**config.mk**
```make
export PLATFORM = sky130hd
export DESIGN_NAME = laps_rx_decoder
export DESIGN_NICKNAME = d
export VERILOG_FILES = /design/src/rtl/laps_rx_pkg.sv /design/src/rtl/laps_rx_unescape.sv /design/src/rtl/laps_rx_crc32.sv /design/src/rtl/laps_rx_decoder.sv
export SDC_FILE = /design/constraint.sdc
export NUM_CORES = 1
export LEC_CHECK = 0
export BUFFER_PORTS_ARGS = -buffer_cell sky130_fd_sc_hd__buf_2
export CORE_ASPECT_RATIO = 0.7
export CORE_MARGIN = 1
export CORE_UTILIZATION = 45
export CTS_CLUSTER_DIAMETER = 150
export CTS_CLUSTER_SIZE = 24
export DETAILED_ROUTE_END_ITERATION = 8
export PLACE_DENSITY = 0.67
export SETUP_SLACK_MARGIN = 0.2
export SKIP_CTS_REPAIR_TIMING = 1
export SYNTH_ARGS = -nofsm -noshare
export SYNTH_HDL_FRONTEND = slang
export SYNTH_SLANG_ARGS = --single-unit
```
**constraint.sdc**
```tcl
create_clock -name clk -period 3 [get_ports clk]
set_clock_uncertainty 0.2 [all_clocks]
set_input_delay 0.15 -clock clk [delete_from_list [all_inputs] [get_ports clk]]
set_output_delay 0.15 -clock clk [all_outputs]
set_load 0.02 [all_outputs]
```
**src/rtl/laps_rx_pkg.sv**
```systemverilog
package laps_rx_pkg;
  typedef enum logic [2:0] {
    RC_GOOD  = 3'd0,
    RC_HDR   = 3'd1,
    RC_FCS   = 3'd2,
    RC_ABORT = 3'd3,
    RC_LONG  = 3'd4,
    RC_RUNT  = 3'd5
  } rc_e;

  localparam logic [7:0]  FLAG_OCT    = 8'h7E;
  localparam logic [7:0]  ESC_OCT     = 8'h7D;
  localparam logic [7:0]  FILL_OCT    = 8'hDD;
  localparam logic [7:0]  ESC_MASK    = 8'h20;
  localparam logic [31:0] CRC_POLY_R  = 32'hEDB88320;
  localparam logic [31:0] CRC_RESIDUE = 32'hDEBB20E3;
  localparam int          HDR_LEN     = 4;
  localparam int          FCS_LEN     = 4;
endpackage

```
**src/rtl/laps_rx_unescape.sv**
```systemverilog
module laps_rx_unescape
  import laps_rx_pkg::*;
(
  input  logic       clk,
  input  logic       rst_n,
  input  logic       fire,
  input  logic [7:0] in_byte,
  output logic       d_valid,
  output logic [7:0] d_byte,
  output logic       close,
  output logic       abrt
);
  logic hunt, esc;

  always_comb begin
    d_valid = 1'b0;
    d_byte  = in_byte;
    close   = 1'b0;
    abrt    = 1'b0;
    if (fire && !hunt) begin
      if (esc) begin
        if (in_byte == FLAG_OCT) abrt = 1'b1;
        else if (in_byte != FILL_OCT) begin
          d_valid = 1'b1;
          d_byte  = in_byte ^ ESC_MASK;
        end
      end else if (in_byte == FLAG_OCT) begin
        close = 1'b1;
      end else if (in_byte != ESC_OCT) begin
        d_valid = 1'b1;
      end
    end
  end

  always_ff @(posedge clk) begin
    if (!rst_n) begin
      hunt <= 1'b1;
      esc  <= 1'b0;
    end else if (fire) begin
      if (hunt) begin
        if (in_byte == FLAG_OCT) hunt <= 1'b0;
        esc <= 1'b0;
      end else if (esc) begin
        esc <= 1'b0;
        if (in_byte == FLAG_OCT) hunt <= 1'b1;
      end else begin
        esc <= (in_byte == ESC_OCT);
      end
    end
  end

  // a line byte yields at most one decode event
  a_r3_one_event: assert property (@(posedge clk) disable iff (!rst_n)
    $onehot0({d_valid, close, abrt}));

  // the byte after an abort never decodes or closes a frame
  a_r4_abort_hunt: assert property (@(posedge clk) disable iff (!rst_n)
    abrt |=> !d_valid && !close);
endmodule

```
**src/rtl/laps_rx_crc32.sv**
```systemverilog
module laps_rx_crc32
  import laps_rx_pkg::*;
(
  input  logic        clk,
  input  logic        rst_n,
  input  logic        en,
  input  logic        clr,
  input  logic [7:0]  data,
  output logic [31:0] crc
);
  function automatic logic [31:0] crc_step(input logic [31:0] c, input logic [7:0] d);
    logic [31:0] x;
    x = c ^ {24'h0, d};
    for (int i = 0; i < 8; i++) x = x[0] ? ((x >> 1) ^ CRC_POLY_R) : (x >> 1);
    return x;
  endfunction

  always_ff @(posedge clk) begin
    if (!rst_n || clr) crc <= 32'hFFFF_FFFF;
    else if (en)       crc <= crc_step(crc, data);
  end

  // every frame boundary restarts the check register at its preset
  a_r6_crc_restart: assert property (@(posedge clk) disable iff (!rst_n)
    clr |=> crc == 32'hFFFF_FFFF);
endmodule

```
**src/rtl/laps_rx_decoder.sv**
```systemverilog
module laps_rx_decoder
  import laps_rx_pkg::*;
#(
  parameter int MAX_LEN = 2016
) (
  input  logic        clk,
  input  logic        rst_n,
  input  logic        in_valid,
  output logic        in_ready,
  input  logic [7:0]  in_data,
  input  logic [7:0]  cfg_addr,
  input  logic [7:0]  cfg_ctrl,
  input  logic [15:0] cfg_sapi,
  output logic        out_valid,
  input  logic        out_ready,
  output logic [7:0]  out_data,
  output logic        out_sof,
  output logic        out_eof,
  output logic [2:0]  out_code
);
  localparam int LW = $clog2(MAX_LEN + 2);
  localparam int HW = $clog2(HDR_LEN);
  localparam logic [LW-1:0] LEN_SAT = {LW{1'b1}};
  localparam logic [LW-1:0] HDR_L   = LW'(HDR_LEN);
  localparam logic [LW-1:0] MIN_L   = LW'(HDR_LEN + FCS_LEN);
  localparam logic [LW-1:0] MAX_L   = LW'(MAX_LEN);

  logic        fire, d_valid, close, abrt;
  logic [7:0]  d_byte;
  logic [31:0] crc;
  logic [LW-1:0] len;
  logic        hdr_bad;
  logic [7:0]  dly [FCS_LEN];
  logic [7:0]  hdr_ref [HDR_LEN];
  rc_e         verdict;

  assign in_ready = !out_valid || out_ready;
  assign fire     = in_valid && in_ready;

  assign hdr_ref[0] = cfg_addr;
  assign hdr_ref[1] = cfg_ctrl;
  assign hdr_ref[2] = cfg_sapi[15:8];
  assign hdr_ref[3] = cfg_sapi[7:0];

  laps_rx_unescape u_unesc (
    .clk(clk), .rst_n(rst_n), .fire(fire), .in_byte(in_data),
    .d_valid(d_valid), .d_byte(d_byte), .close(close), .abrt(abrt)
  );

  laps_rx_crc32 u_crc (
    .clk(clk), .rst_n(rst_n), .en(d_valid), .clr(close || abrt),
    .data(d_byte), .crc(crc)
  );

  // FCS hold-back line: the last FCS_LEN decoded bytes never leave
  for (genvar g = 0; g < FCS_LEN; g++) begin : g_dly
    always_ff @(posedge clk) begin
      if (!rst_n) dly[g] <= 8'h00;
      else if (d_valid) dly[g] <= (g == 0) ? d_byte : dly[(g == 0) ? 0 : g - 1];
    end
  end

  always_comb begin
    if (len < MIN_L)              verdict = RC_RUNT;
    else if (len > MAX_L)         verdict = RC_LONG;
    else if (hdr_bad)             verdict = RC_HDR;
    else if (crc != CRC_RESIDUE)  verdict = RC_FCS;
    else                          verdict = RC_GOOD;
  end

  always_ff @(posedge clk) begin
    if (!rst_n) begin
      len       <= '0;
      hdr_bad   <= 1'b0;
      out_valid <= 1'b0;
      out_data  <= 8'h00;
      out_sof   <= 1'b0;
      out_eof   <= 1'b0;
      out_code  <= RC_GOOD;
    end else begin
      if (out_ready) out_valid <= 1'b0;
      if (d_valid) begin
        if (len != LEN_SAT) len <= len + 1'b1;
        if (len < HDR_L && d_byte != hdr_ref[len[HW-1:0]]) hdr_bad <= 1'b1;
        if (len >= MIN_L) begin
          out_valid <= 1'b1;
          out_data  <= dly[FCS_LEN-1];
          out_sof   <= (len == MIN_L);
          out_eof   <= 1'b0;
          out_code  <= RC_GOOD;
        end
      end
      if (abrt || (close && len != '0)) begin
        out_valid <= 1'b1;
        out_data  <= 8'h00;
        out_sof   <= 1'b0;
        out_eof   <= 1'b1;
        out_code  <= abrt ? RC_ABORT : verdict;
        len       <= '0;
        hdr_bad   <= 1'b0;
      end
    end
  end

  // a stalled beat is held unchanged
  a_r1_hold: assert property (@(posedge clk) disable iff (!rst_n)
    out_valid && !out_ready |=> out_valid && $stable(out_data) && $stable(out_sof)
                                && $stable(out_eof) && $stable(out_code));

  // a frame-start beat is a payload beat with a neutral code
  a_r11_sof_not_eof: assert property (@(posedge clk) disable iff (!rst_n)
    out_valid && out_sof |-> !out_eof && out_code == RC_GOOD);
endmodule

```
Yosys cells after proc, flatten, opt, wreduce, memory -nomap -nowiden
Memory sizes are Yosys's and may differ from the RTL's. A register that Yosys moved wholly into a read port is not among the register bits.
Cells that the tools add are included.
{ "word_totals": {"regBits": 52, "latchBits": 0, "ram_bits": 32, "romBits": 0, "input_bits": 44, "word_cells": 112, "n_memories": 1} }
{ "op_classes": {"add_sub_neg": 1, "multipliers": 0, "div": 0, "magnitude_cmp": 5, "n_eq_ne": 8, "shifts": 0, "muxes": 53, "n_bitwise": 16, "n_reduce_logical": 19} }
{ "memory_table": {"columns": ["memory", "depth", "word_bits", "rd", "rd_clocked_by_memory_dff", "wr", "line_no", "source"], "rows": [
  ["dly", 4, 8, 4, 1, 4, "laps_rx_decoder.sv:33", "logic [7:0] dly [FCS_LEN];"]
]} }
{ "ops": {"columns": ["op", "n"], "rows": [
  ["2-to-1 mux 32 bit", 8],
  ["inverter 13 -> 14 bit", 8],
  ["2-to-1 mux 8 bit", 6],
  ["!= test 32 bit (second input constant)", 1],
  ["bitwise XOR 32 x 8 -> 32 bit", 1],
  ["2-to-1 mux 1 bit", 26],
  ["2-to-1 mux 6 bit", 4],
  ["2-to-1 mux 3 bit", 6],
  ["binary-select mux 8 bit (select 2 bit)", 1],
  ["== test 8 x 7 -> 1 bit (second input constant)", 2],
  ["adder 11 x 1 -> 11 bit (second input constant)", 1],
  ["== test 11 x 4 -> 1 bit (second input constant)", 1],
  [">= comparator 11 x 4 -> 1 bit (second input constant)", 1],
  ["> comparator 11 bit (second input constant)", 1],
  ["less-than comparator 11 x 3 -> 1 bit (second input constant)", 1],
  ["less-than comparator 11 x 4 -> 1 bit (second input constant)", 1],
  ["!= test 11 bit (second input constant)", 1],
  ["nonzero test 11 bit", 1],
  ["!= test 8 x 7 -> 1 bit (second input constant)", 1],
  ["!= test 8 bit", 1],
  ["!= test 8 bit (second input constant)", 1],
  ["AND reduction 2 bit", 4],
  ["logical AND 1 bit", 4],
  ["logical OR 1 bit", 4],
  ["8 further kinds", 16]
]} }

Depth between registers and ports, before layout
{ "logic_depth": {"word_depth": 22, "mapped_depth": 9} }

Modules after synthesis
From an unflattened synthesis, not the netlist that was laid out.
{ "unflattened": {"hier_cells": 444, "hier_area_um2": 5048.6} }
{ "by_module_without_submodules": {"columns": ["module", "n_inst", "cells_per_inst", "area_each_um2", "seq_area_each_um2"], "rows": [
  ["laps_rx_decoder", 1, 235, 2775.2, 1481.4],
  ["laps_rx_crc32", 1, 177, 2021.9, 640.6],
  ["laps_rx_unescape", 1, 32, 251.5, 40.0]
]} }

Worst setup path before layout
No wires, ideal clock.
{ "synth_timing": {"path_type": "register to register", "startpoint": "register u_unesc.esc", "endpoint": "memory dly[0][0], enable pin", "arrival_time_ns": 2.481, "path_slack_ns": -0.160, "path_stages_with_launch": 9, "n_path_buf": 4, "period_less_slack_ns": 3.160, "cell_sequence": "dfxtp_1 > buf_2 > or3b_2 > a211oi_1 > or2_2 > buf_2 > buf_2 > buf_2 > nand2_1"} }
{ "synth_lines": {"columns": ["item", "line_no", "source"], "rows": [
  ["from (decl)", "laps_rx_unescape.sv:13", "logic hunt, esc;"],
  ["from (signal assigned)", "laps_rx_unescape.sv:47", "esc <= (in_byte == ESC_OCT);"],
  ["to (decl)", "laps_rx_decoder.sv:33", null]
]} }

Worst setup path in the final report
{ "layout_timing": {"startpoint": "register len[7]", "endpoint": "register hdr_bad"} }
{ "layout_between": {"elab_chain_len": 4} }
{ "layout_lines": {"columns": ["item", "line_no", "source"], "rows": [
  ["from (decl)", "laps_rx_decoder.sv:31", "logic [LW-1:0] len;"],
  ["from (signal assigned)", "laps_rx_decoder.sv:83", "if (len != LEN_SAT) len <= len + 1'b1;"],
  ["parallel branches: the longest is 4 deep, another holds less-than comparator 11 x 3 -> 1 bit", null, null],
  ["to (signal assigned)", "laps_rx_decoder.sv:74", "hdr_bad <= 1'b0;"],
  ["to (signal assigned)", "laps_rx_decoder.sv:84", "if (len < HDR_L && d_byte != hdr_ref[len[HW-1:0]]) hdr_bad <= 1'b1;"],
  ["to (signal assigned)", "laps_rx_decoder.sv:100", "hdr_bad <= 1'b0;"],
  ["to (decl)", "laps_rx_decoder.sv:32", "logic hdr_bad;"]
]} }
Parallel ways; which one is timed is not known.
A chain may end at the register's enable or synchronous reset.

==> results.tsv <==
metric	value	unit
status	finished, final reports clean	
Area contributors post-synth	dfxtp_1 (25%), edfxtp_1 (20%), xnor2_1 (11%)	
fraction of registers with async set/reset	0	
vias	3990	
share of layout cells above drive strength 1	0.197	
Die ar.	0.0113	mm2
CTS buffer count	9	
sequential area share after synthesis	0.443	
Post-Route WL	11.4	mm
initial DRC count	261	
largest net degree at the start of global routing	42	
setup TNS	0	ns
vias per cell	5.69	
Least-Margin Pin Slew	1.05	ns
worst-path maximum fanout	5	
initial antenna violation count	0	
CTS Buffer Depth	2	
CTS clk-pin slew, worst paths	0.07	ns
Starting Density	0.468	
drt pass-1 iters	5	
Hold Slack	0.0573	ns
largest area contributor in the netlist	dfxtp_1	
dpl hpwl	8.29	mm
multiplexer share of the synthesized area	0.0389	
Ant. Diodes	0	
EDFF count, synth	32	
Post-Syn Instances	509	
power per cell area	480	mW/mm2
final setup fails	0	
Setup crit end kind	register	
CTS Root Cell	clkbuf_16	
Max Cap Viol	0	
Synth Area in Compound Gates	0.0892	
Critical Path Start Type	register	
Pleak	2.30	nW
Overflow after GRT	0	
CP most frequent cell	or4_4	
die width	127	um
post-synthesis net count	555	
IO buf count	58	
f_max	374	MHz
fraction of the mapped netlist area in adder cells	0.00512	
final period demand of the worst path	2.67	ns
fillcell total	939	
FP Rows	31	
slowest cell on the critical path	or4_4	
FF+latch count, synth	92	
syn_area_per_cell	9.59	um2
Slew headroom	0.299	
Final Cycle Share	0.892	
drt wl/cell	16.3	um
# DRC	0	
# IOs	59	
worst min path class	input pin to register	
worst path bufs/invs	0	
Fin. Hold Viols	0	
Yosys warning total	0	
H-tree Lvls	3	
post-layout net count	610	
worst vdd ir	339	uV
Core Region	0.0104	mm2
Area Overhead vs Synth	16.2	%
largest family of logic cells by synthesized area	simple AND/OR/NAND/NOR gates	
antenna-violating nets left	0	
xor/xnor share of the synthesized area	0.159	
Synth top area share	0.246	
cell area after synthesis	0.00488	mm2
critical path arrival	2.75	ns
global-route wire length before repair	18.7	mm
Chip Height	89.2	um
worst-path cell chain	or4_4 > or4_4 > o31ai_4 > nand2_1 > or4_1 > o21ai_1	
GRT Total Usage	0.214	
placer congestion estimate	0.946	
via count of the first global-routing pass	3643	
CTS tree	done	
Synth Flop Type	dfxtp_1	
Sink Count	92	
crit-path max cell delay	0.56	ns
RSZ-0062 raised after global routing	no	
delay-heaviest family, CP	simple AND/OR/NAND/NOR gates	
clock insertion delay at the later pin of the skew report	0.34	ns
Max Slew Vio Count	0	
Post-Synth Simple-Gate Area	0.231	
unique cell type count in the Yosys netlist	50	
worst path required time	3.08	ns
WS Path Type	register to register	
## cells by family (layout without fill, tap and decap cells)
logic type,Yosys count,after routing
and+or+nand+nor,216,216
AOI/OAI and AO/OA,62,62
buffers and inverters,41,101
DFF,92,92
muxes,9,9
adders and majority gates,2,2
xor gates and xnor gates,87,87
## synthesized netlist by cell type (all sizes together), types with 2 or more instances
master  number
and3        34
a211oi       3
nor4        12
nand4       11
xnor2       64
a21boi       2
nor3        13
o211ai      24
nand3b       2
and4         2
nor2        29
inv          9
edfxtp      32
mux4         8
nand2b       4
nand3       18
or3          2
ha           2
a31oi        3
dfxtp       60
o31ai        2
or4          3
clkbuf      19
a21oi       18
or2          3
nand2       69
o21ai        3
nor2b        3
nand4b       6
buf         13
xor2        22
nor4b        2
## worst paths after layout
path	startpoint	slack, ns	end	cells after the start
max	len[7]	0.33	hdr_bad	6
min	in_data[6]	0.06	dly[0][6]	2
max reg2reg	len[7]	0.33	hdr_bad	6
min reg2reg	out_data[1]	0.25	out_data[1]	2
## layout make-up
class / count / area (um2) / area share
Clock inverter: 7 / 76.3 / 0.0135
Tap cell: 132 / 165 / 0.0291
Clock buffer: 9 / 225 / 0.0397
Multi-Input combinational cell: 376 / 2570 / 0.453
Inverter: 9 / 33.8 / 0.00595
Timing Repair Buffer: 76 / 443 / 0.0781
Sequential cell: 92 / 2160 / 0.381
## state kept, by name, indices dropped and copies added, names as in the netlist
| name | flops |
|---|---|
| u_crc.crc | 32 |
| out_code | 3 |
| out_eof | 1 |
| u_unesc.hunt | 1 |
| hdr_bad | 1 |
| out_sof | 1 |
| dly | 32 |
| u_unesc.esc | 1 |
| len | 11 |
| out_data | 8 |
| out_valid | 1 |
## power breakdown
part | internal (mW) | total (mW) | switching, mW
Sequential | 1.30 | 1.30 | 0.00390
Clock | 0.592 | 1.12 | 0.531
Combinational | 0.132 | 0.294 | 0.163
Total | 2.02 | 2.72 | 0.697
## stage by stage
stage	instances	util	setup WS, ns	power, mW	instance area [um2]
finish	701	0.544	0.325	2.72	5670
global route	701	0.544	0.241	2.83	5670
CTS	699	0.542	0.324	2.74	5650
detailed placement	683	0.513	0.343	1.62	5350
global placement	683	0.513	0.412	1.62	5350
floorplan	509	-	0.335	1.54	4890
## metal layers
layer,routed length (um),GRT usage,vias up
li1,-,-,1932
met1,5400,0.299,1887
met5,0,0,-
met3,788,0.0569,10
met4,102,0.0493,0
met2,5120,0.336,161
## cells in the final DEF (no fill, tap or decap), types with 11 or more instances in the layout
cell / instances
nand2_1: 68
xor2_1: 22
nand4_1: 11
dfxtp_1: 60
a21oi_1: 18
nor3_1: 13
buf_2: 58
o211ai_1: 24
nand3_1: 18
edfxtp_1: 32
xnor2_1: 64
and3_1: 34
buf_4: 15
nor2_1: 27
Power figures use the tool's default switching activity.
